### src/rtl/spise_pkg.sv
package spise_pkg;
    typedef enum logic [2:0] {
        ST_IDLE,
        ST_OPCODE,
        ST_STREAM,
        ST_DATA,
        ST_ARM_WREN,
        ST_ARM_WRSR,
        ST_DISCARD
    } fsm_t;

    localparam logic [7:0] CMD_READ_SR  = 8'h05;
    localparam logic [7:0] CMD_WRITE_SR = 8'h01;
    localparam logic [7:0] CMD_WR_EN    = 8'h06;
endpackage

### src/rtl/spise_sync.sv
module spise_sync #(
    parameter int unsigned WIDTH  = 3,
    parameter int unsigned STAGES = 2,
    parameter logic [WIDTH-1:0] RESET_VAL = '0
) (
    input  logic             clk,
    input  logic             rst_n,
    input  logic [WIDTH-1:0] din,
    output logic [WIDTH-1:0] dout
);
    for (genvar g = 0; g < WIDTH; g++) begin : g_bit
        logic [STAGES-1:0] chain;
        always_ff @(posedge clk or negedge rst_n) begin
            if (!rst_n) chain <= {STAGES{RESET_VAL[g]}};
            else        chain <= {chain[STAGES-2:0], din[g]};
        end
        assign dout[g] = chain[STAGES-1];
    end
endmodule

### src/rtl/spise_timer.sv
module spise_timer #(
    parameter int unsigned TW_CYCLES = 1000
) (
    input  logic clk,
    input  logic rst_n,
    input  logic start,
    output logic busy,
    output logic done
);
    localparam int unsigned CW = $clog2(TW_CYCLES + 1);
    logic [CW-1:0] cnt;

    assign done = busy && (cnt == CW'(1));

    always_ff @(posedge clk or negedge rst_n) begin
        if (!rst_n) begin
            cnt  <= '0;
            busy <= 1'b0;
        end else if (start) begin
            cnt  <= CW'(TW_CYCLES);
            busy <= 1'b1;
        end else if (busy) begin
            cnt <= cnt - CW'(1);
            if (done) busy <= 1'b0;
        end
    end
endmodule

### src/rtl/spi_status_engine.sv
module spi_status_engine #(
    parameter int unsigned TW_CYCLES   = 1000,
    parameter int unsigned SYNC_STAGES = 2
) (
    input  logic       clk,
    input  logic       rst_n,
    input  logic       sck,
    input  logic       cs_n,
    input  logic       si,
    output logic       so,
    output logic       so_en,
    output logic [2:0] bp
);
    import spise_pkg::*;

    logic [2:0] pin_s;
    logic       sck_s, cs_s, si_s, sck_d, cs_d;
    logic       sck_rise, sck_fall, cs_rise, cs_fall;

    spise_sync #(.WIDTH(3), .STAGES(SYNC_STAGES), .RESET_VAL(3'b010)) u_sync (
        .clk (clk),
        .rst_n (rst_n),
        .din ({sck, cs_n, si}),
        .dout (pin_s)
    );
    assign {sck_s, cs_s, si_s} = pin_s;

    always_ff @(posedge clk or negedge rst_n) begin
        if (!rst_n) begin
            sck_d <= 1'b0;
            cs_d  <= 1'b1;
        end else begin
            sck_d <= sck_s;
            cs_d  <= cs_s;
        end
    end
    assign sck_rise = sck_s & ~sck_d;
    assign sck_fall = ~sck_s & sck_d;
    assign cs_rise  = cs_s & ~cs_d;
    assign cs_fall  = ~cs_s & cs_d;

    fsm_t       state, state_nx;
    logic [2:0] bit_cnt, out_cnt;
    logic [6:0] in_sh;
    logic [7:0] out_sh, byte_in, status_live;
    logic [2:0] bp_q, data_bp;
    logic       data_lock, wel, srwd, wip, t_done, commit, wren_go;

    assign byte_in     = {in_sh, si_s};
    assign status_live = {srwd, 2'b00, bp_q, wel, wip};
    assign commit      = cs_rise && (state == ST_ARM_WRSR);
    assign wren_go     = cs_rise && (state == ST_ARM_WREN);

    spise_timer #(.TW_CYCLES(TW_CYCLES)) u_timer (
        .clk (clk),
        .rst_n (rst_n),
        .start (commit),
        .busy (wip),
        .done (t_done)
    );

    // Next-state logic
    always_comb begin
        state_nx = state;
        if (cs_rise) begin
            state_nx = ST_IDLE;
        end else if (cs_fall) begin
            state_nx = ST_OPCODE;
        end else if (sck_rise) begin
            unique case (state)
                ST_OPCODE: begin
                    if (bit_cnt == 3'd7) begin
                        if (byte_in == CMD_READ_SR)
                            state_nx = ST_STREAM;
                        else if (byte_in == CMD_WR_EN && !wip)
                            state_nx = ST_ARM_WREN;
                        else if (byte_in == CMD_WRITE_SR && !wip && wel && !srwd)
                            state_nx = ST_DATA;
                        else
                            state_nx = ST_DISCARD;
                    end
                end
                ST_DATA:     if (bit_cnt == 3'd7) state_nx = ST_ARM_WRSR;
                ST_ARM_WREN: state_nx = ST_DISCARD;
                ST_ARM_WRSR: state_nx = ST_DISCARD;
                default:     ;
            endcase
        end
    end

    // State register
    always_ff @(posedge clk or negedge rst_n) begin
        if (!rst_n) state <= ST_IDLE;
        else        state <= state_nx;
    end

    // Shift paths and status bits
    always_ff @(posedge clk or negedge rst_n) begin
        if (!rst_n) begin
            bit_cnt   <= '0;
            out_cnt   <= '0;
            in_sh     <= '0;
            out_sh    <= '0;
            data_bp   <= '0;
            data_lock <= 1'b0;
            bp_q      <= '0;
            srwd      <= 1'b0;
            wel       <= 1'b0;
        end else begin
            if (cs_fall) begin
                bit_cnt <= '0;
                out_cnt <= '0;
            end else if (sck_rise) begin
                bit_cnt <= bit_cnt + 3'd1;
                in_sh   <= byte_in[6:0];
            end
            if (sck_rise && state == ST_DATA && bit_cnt == 3'd7) begin
                data_bp   <= byte_in[4:2];
                data_lock <= byte_in[7];
            end
            if (sck_fall && state == ST_STREAM) begin
                out_sh  <= (out_cnt == 3'd0) ? status_live : {out_sh[6:0], 1'b0};
                out_cnt <= out_cnt + 3'd1;
            end
            if (commit) begin
                bp_q <= data_bp;
                srwd <= srwd | data_lock;
            end
            if (t_done)       wel <= 1'b0;
            else if (wren_go) wel <= 1'b1;
        end
    end

    // Outputs
    always_comb begin
        so    = out_sh[7];
        so_en = (state == ST_STREAM);
        bp    = bp_q;
    end

    a_r9_no_wel_busy: assert property (@(posedge clk) disable iff (!rst_n)
        $rose(wel) |-> !$past(wip));
    a_r8_wel_drop: assert property (@(posedge clk) disable iff (!rst_n)
        $fell(wip) |-> !wel);
    a_r6_bp_commit: assert property (@(posedge clk) disable iff (!rst_n)
        !$stable(bp_q) |-> $rose(wip));
    a_r10_srwd_sticky: assert property (@(posedge clk) disable iff (!rst_n)
        $past(srwd) |-> srwd);
    a_r2_so_en_cs: assert property (@(posedge clk) disable iff (!rst_n)
        so_en |-> !cs_d);
endmodule

### config.mk
export PLATFORM = sky130hd
export DESIGN_NAME = spi_status_engine
export DESIGN_NICKNAME = d
export VERILOG_FILES = /design/src/rtl/spise_pkg.sv /design/src/rtl/spise_sync.sv /design/src/rtl/spise_timer.sv /design/src/rtl/spi_status_engine.sv
export SDC_FILE = /design/constraint.sdc
export NUM_CORES = 1
export LEC_CHECK = 0
export ABC_AREA = 1
export ABC_CLOCK_PERIOD_IN_PS = 1730
export BUFFER_PORTS_ARGS = -buffer_cell sky130_fd_sc_hd__buf_2
export CAP_MARGIN = 30
export CORE_MARGIN = 2
export CORE_UTILIZATION = 55
export CTS_CLUSTER_DIAMETER = 100
export DETAILED_ROUTE_END_ITERATION = 7
export GPL_TIMING_DRIVEN = 0
export PLACE_DENSITY = 0.82
export SLEW_MARGIN = 40
export SYNTH_ARGS = -nofsm -noshare
export SYNTH_HDL_FRONTEND = slang
export SYNTH_SLANG_ARGS = --single-unit
export TNS_END_PERCENT = 5
### constraint.sdc
create_clock -name clk -period 1.73 [get_ports clk]
set_input_delay 0.173 -clock clk [delete_from_list [all_inputs] [get_ports clk]]
set_output_delay 0.173 -clock clk [all_outputs]
set_load 0.03 [all_outputs]
---- Word-level counts from Yosys, hierarchy flattened ----
Cells that the tools add are included.
Widths: inputs -> output; s select.
operators by class
  $add $sub $neg .......................... 3
  equality and inequality tests ........... 12
  muxes and demuxes ....................... 21
  bitwise gates (word level) .............. 10
  reductions and logical operators ........ 22
operators by type and width
  operator               number
  $mux 3                 12
  $mux 10                2
  $eq 8x3->1 const B     2
  $eq 10x1->1 const B    1
  $logic_and 1x1->1      10
  $sub 10x1->10 const B  1
  $eq 3x3->1 const B     3
  $pmux 3 s3             1
  $eq 8x1->1 const B     1
  $mux 8                 1
  $ne 4x4->1 const B     2
  $reduce_bool 2->1      4
  $add 3x1->3 const B    2
  $eq 3x2->1 const B     2
  $mux 1                 5
  $not 1->1              5
  $reduce_bool 5->1      1
  $and 1x1->1            4
  $reduce_and 4->1       1
  $eq 3x1->1 const B     1
  $logic_not 3->1        1
  $reduce_bool 3->1      1
  $logic_not 1->1        2
  $reduce_and 2->1       1
  other kinds (2)        2
word-level totals
  register bits ........................... 52
  bits of input ports ..................... 5
  word-level logic and storage cells ...... 85

---- Depth between registers and ports, before layout ----
  depth in word-level cells ............... 12
  gate-level depth with buffers ........... 9
  gate-level depth less buffers ........... 9

---- Hierarchy ----
Synthesis repeated with hierarchy kept, for this count alone.
unflattened totals
  cells, all modules ...................... 289
  area, all modules ....................... 2538.7 um2
modules (own cells, without submodules)
  module             times used  cells each  area each (um2)
  spi_status_engine  1           194         1695.4
  spise_timer        1           86          668.1
  spise_sync         1           9           175.2

---- Worst setup path before layout ----
No wires, ideal clock.
  kind .................................... flip-flop to flip-flop
  start point ............................. register state[0]
  end point ............................... register out_sh[6]
  library setup time ...................... 0.092 ns
  arrival time ............................ 1.304 ns
  required time ........................... 1.638 ns
  setup slack ............................. 0.334 ns
  stages on the path, launching flop included .. 5
  path buffers ............................ 1
  clock period less this slack ............ 1.396 ns
  cell sequence ........................... dfrtp_1 > nor3_4 > nand3_2 > buf_6 > o31ai_2
on the way
  cells in the longest elaborated chain, start to end .. 2
RTL lines
  element                   RTL line                  source
  start: declaration        spi_status_engine.sv:42   fsm_t state, state_nx;
  start signal: assignment  spi_status_engine.sv:94   else state <= state_nx;
  $eq 3x2->1                -
  via so_en                 spi_status_engine.sv:11   output logic so_en,
  $logic_and 1x1->1         spi_status_engine.sv:121  if (sck_fall && state == ST_STREAM) begin
  end signal: assignment    spi_status_engine.sv:122  out_sh <= (out_cnt == 3'd0) ? status_live : {out_sh[6:0], 1'b0};
  end: declaration          spi_status_engine.sv:45   logic [7:0] out_sh, byte_in, status_live;
The timed path passes the listed nets, and every way through them passes these cells.
A chain may end at the register's enable or synchronous reset.

---- Final worst setup path ----
  start point ............................. register cs_d
  end point ............................... register state[1]
on the way
  cells in the longest elaborated chain, start to end .. 4
  elaborated cells on any way between the ends .. 10
RTL lines
  element                                       RTL line                 source
  start: declaration                            spi_status_engine.sv:17  logic sck_s, cs_s, si_s, sck_d, cs_d;
  start signal: assignment                      spi_status_engine.sv:34  cs_d <= cs_s;
  $not 1->1                                     spi_status_engine.sv:39  assign cs_rise = cs_s & ~cs_d;
  $and 1x1->1                                   spi_status_engine.sv:39
  $ne 4x4->1 (no line) (tied with other cells)  -
  $reduce_and 4->1 (no line)                    -
Parallel ways exist; a longest one is shown, timed or not.

==> impl_summary.md <==
Clock tree
The TritonCTS sink count is 52. The root buffer cell is sky130_fd_sc_hd__clkbuf_8. Post-CTS repair changed the size of 0 cells. The clock-pin slew of the registers on the worst-case setup and hold paths is 0.09 ns. The longest clock path from root to sink contains 2 buffers. Once the clock tree was built, the setup fixing pass inserted 0 buffers.

The H-tree generated during clock tree synthesis spans 2 levels. TritonCTS built the clock tree. The TritonCTS buffer count is 5. For the worst-skew pair, the clock arrives at the later sink with an insertion delay of 0.31 ns.

Worst setup path
Tracing the worst setup path back leads to its startpoint at cs_d. The worst setup path is captured at a flip-flop. The endpoint required time on the critical path is 1.99 ns. The largest driver fanout on the critical path is 4.

The startpoint identified for the worst register-to-register timing path is cs_d. The arrival time reported for the critical path endpoint is 1.79 ns. The category of the worst setup path launch point is a flip-flop. The critical path start-end classification is reg -> reg.

Placed design
After legalization and detailed placement, the total HPWL measured 2900 um. The weighted congestion at the end of routability-driven global placement is 0.869. The port buffer count is 9.

Synthesis
The synthesized design spends more area on one cell type than any other, namely sky130_fd_sc_hd__dfrtp_1. The share of the synthesized area in the top cell type is 0.514. The synthesis-stage register bit count is 52. The mean instance size in the synthesized netlist is 9.10 um2. The synthesized netlist contains 31 unique library cells. Of the synthesized area, sequential elements account for 0.547. The number of warnings printed during yosys synthesis is 0. Summing every instance area after synthesis gives 2380 um2. After synthesis, the cell types taking the most area are sky130_fd_sc_hd__dfrtp_1, sky130_fd_sc_hd__nand2_1, sky130_fd_sc_hd__inv_1. The net count of the mapped netlist is 275. Synthesis produced 262 cells.

Drt
The pre-antenna-repair detailed-routing pass consisted of 4 iterations. For this block, the initial DRC count from the detailed router was 119. In the routed layout, each cell is associated on average with a via count of 5.14. Once detail routing completed, the nets flagged for antenna violations numbered 0.

The routed design has 4090 um of wire. In the routed design, unresolved DRC markers number 0. Across all layers, the routed design uses 1710 vias. The wire length per cell after detailed routing is 12.3 um.

Min path
The path class of the tightest hold or removal check is reg -> reg. The origin of the worst min-delay path is u_sync.g_bit[2].chain[0].

Global routing
The first global-routing pass estimated 7330 um of wire. The via count of the first global-routing pass is 1673. The initial antenna violation count was 0. Across every metal layer, demand over resource in global routing totals 0.188. Summed over all layers, the global routing overflow is 0.

The pin count of the biggest net entering global routing is 53.

Final layout
The number of diodes is 0. Summing all multi-input logic gate instances after layout gives 916 um2. The number of nets in the layout is 295. The area growth from synthesis to layout is 10.8%.

Of the cells placed in the final design, the portion with a size suffix greater than 1 is 0.159. The area taken by flip-flops and latches is 1310 um2. The filler cell count in the final layout is 337.

Timing
The setup TNS is 0 ns. Setup repair after global routing left no endpoint under its margin. Measured against its own limit, the worst slew margin works out to 0.577.

The count of final hold-check violations was 0. The setup violation total in the final timing report is 0. The final max-slew violation count is 0.

The fraction of the cycle the final worst path needs is 0.888. The highest clock rate is 0.651 GHz. At the pin with the least slew margin, the transition time is 0.635 ns. For the final database, setup skew stands at 0.00636 ns. The time the final worst path needs with I/O delays and setup is 1.54 ns.

Power and ir drop
Across the VDD grid, the largest voltage drop is 0.000542 V. The total power of the final layout is 0.00317 W. The power density relative to cell area is 1200 nW/um2. The analysis attributes to cell leakage a power of 1.31 nW.

Floorplan
The die height is 69.9 um. The width of the die is 69.9 um. In this run the count of I/O pins placed on the die edge is 10. The die covers 4880 um2. After floorplanning, the core was sized to cover 4090 um2. For this configuration, the core starts out at a cell density of 0.584. In this run the core area contains 23 standard-cell rows.

Status
The flow ran to the end, and the final reports show no timing, DRC or antenna violations.

Flow run
Max-cap violations in this run came to 0.
area by class of cell:
cell class / instances / share of cell area
Timing Repair Buffer: 13 / 0.0331
Clock buffer: 6 / 0.0275
Sequential cell: 52 / 0.494
Buffer: 3 / 0.00805
Multi-Input combinational cell: 169 / 0.347
Clock inverter: 2 / 0.0133
Tap cell: 50 / 0.0237
Inverter: 38 / 0.0540
Yosys cell counts:
library cell / number
sky130_fd_sc_hd__inv_2: 4
sky130_fd_sc_hd__nand3_1: 18
sky130_fd_sc_hd__a21oi_1: 2
sky130_fd_sc_hd__nand3b_1: 2
sky130_fd_sc_hd__o22ai_1: 1
sky130_fd_sc_hd__dfstp_2: 3
sky130_fd_sc_hd__dfrtp_1: 49
sky130_fd_sc_hd__ha_1: 8
sky130_fd_sc_hd__o211ai_1: 2
sky130_fd_sc_hd__a21boi_0: 1
sky130_fd_sc_hd__nor3_4: 1
sky130_fd_sc_hd__xnor2_1: 2
sky130_fd_sc_hd__nor2_2: 3
sky130_fd_sc_hd__nor2_4: 2
sky130_fd_sc_hd__nor2_1: 22
sky130_fd_sc_hd__nand4_1: 2
sky130_fd_sc_hd__buf_6: 1
sky130_fd_sc_hd__o31ai_1: 1
sky130_fd_sc_hd__o21ai_2: 1
sky130_fd_sc_hd__nor3_2: 2
sky130_fd_sc_hd__inv_1: 34
sky130_fd_sc_hd__o31ai_2: 1
sky130_fd_sc_hd__o21ai_0: 23
sky130_fd_sc_hd__buf_2: 2
sky130_fd_sc_hd__a21oi_2: 1
sky130_fd_sc_hd__mux2_2: 2
sky130_fd_sc_hd__nor3_1: 1
sky130_fd_sc_hd__nand2_2: 3
sky130_fd_sc_hd__nand3_2: 3
sky130_fd_sc_hd__o21ai_1: 7
sky130_fd_sc_hd__nand2_1: 58
per-stage QoR:
step	std cells	setup WS [ns]	area, um2	utilization	hold slack (ns)
detailed placement	321	0.226	2490	0.611	0.234
finish	333	0.193	2640	0.647	0.354
global placement	321	0.254	2490	0.610	0.277
floorplan	262	0.334	2380	-	-0.123
global route	333	0.0797	2640	0.647	0.371
CTS	333	0.191	2640	0.647	0.357
worst max-delay path, stage by stage (launching register included):
cell                       delay, ns
sky130_fd_sc_hd__dfstp_2        0.55
sky130_fd_sc_hd__inv_1          0.04
sky130_fd_sc_hd__ha_1           0.24
sky130_fd_sc_hd__nor2_1         0.18
sky130_fd_sc_hd__inv_1          0.08
sky130_fd_sc_hd__nor3_2         0.22
sky130_fd_sc_hd__nand3b_1       0.10
sky130_fd_sc_hd__nand2_1        0.06
kinds of logic after synthesis:
kind of cell               Yosys count  synth area share
and+or+nand+nor                    117             0.230
DFF                                 52             0.547
buffers and inverters               41            0.0687
AOI/OAI and AO/OA                   40            0.0950
adders and majority gates            8            0.0420
xor gates and xnor gates             2           0.00735
muxes                                2           0.00944
cell usage in the layout (no fill, tap or decap):
cell	count
sky130_fd_sc_hd__o31ai_1	1
sky130_fd_sc_hd__buf_2	10
sky130_fd_sc_hd__o21ai_0	23
sky130_fd_sc_hd__xnor2_1	2
sky130_fd_sc_hd__o31ai_2	1
sky130_fd_sc_hd__a21oi_2	1
sky130_fd_sc_hd__o21ai_2	1
sky130_fd_sc_hd__nor3_1	1
sky130_fd_sc_hd__nor2_4	2
sky130_fd_sc_hd__nand4_1	2
sky130_fd_sc_hd__a21oi_1	2
sky130_fd_sc_hd__dfrtp_1	49
sky130_fd_sc_hd__o22ai_1	1
sky130_fd_sc_hd__nor2_1	22
sky130_fd_sc_hd__buf_6	1
sky130_fd_sc_hd__ha_1	8
sky130_fd_sc_hd__nand2_1	58
sky130_fd_sc_hd__buf_4	1
sky130_fd_sc_hd__nand3b_1	2
sky130_fd_sc_hd__bufinv_16	1
sky130_fd_sc_hd__dlygate4sd3_1	4
sky130_fd_sc_hd__inv_1	34
sky130_fd_sc_hd__clkinv_2	1
sky130_fd_sc_hd__nor2_2	3
sky130_fd_sc_hd__o211ai_1	2
sky130_fd_sc_hd__nor3_4	1
sky130_fd_sc_hd__mux2_2	2
sky130_fd_sc_hd__clkbuf_8	5
sky130_fd_sc_hd__clkbuf_1	1
sky130_fd_sc_hd__dfstp_2	3
sky130_fd_sc_hd__nor3_2	2
sky130_fd_sc_hd__nand3_2	3
sky130_fd_sc_hd__nand2_2	3
sky130_fd_sc_hd__inv_2	4
sky130_fd_sc_hd__nand3_1	18
sky130_fd_sc_hd__o21ai_1	7
sky130_fd_sc_hd__a21boi_0	1
state kept, by name (all words and copies together), names as in the netlist, 3 cells and up:
signal and flops:
u_sync.g_bit.chain 6, out_cnt 3, state 3, out_sh 8, data_bp 3, bit_cnt 3
u_timer.cnt 10, in_sh 7, bp 3
final timing paths:
path                                             to  slack, ns  cells past startpoint
setup reg to reg                           state[1]       0.19                      7
setup / recovery                           state[1]       0.19                      7
hold / removal             u_sync.g_bit[2].chain[1]       0.35                      0
max in group asynchronous                out_cnt[0]       0.89                      2
min in group asynchronous                bit_cnt[2]       0.41                      2
hold reg to reg            u_sync.g_bit[2].chain[1]       0.35                      0
layer usage:
layer,global-route usage,part of all wire,vias up
li1,-,-,876
met1,0.247,0.48,805
met2,0.302,0.47,24
met3,0.0534,0.033,5
met4,0.0598,0.013,0
met5,0,0,-
where the power goes:
group | leakage, nW | switching, W | internal (W) | total (W)
Sequential | 0.679 | 0.000176 | 0.00144 | 0.00162
Clock | 0.0552 | 0.000392 | 0.000429 | 0.000821
Combinational | 0.575 | 0.000470 | 0.000255 | 0.000725
repair_timing:
item | CTS | global route
endpoints found under the setup margin | 0 | 0
hold buffers | 4 | 0
hold endpoints to repair | 52 | 0
Power figures use the tool's default switching activity.
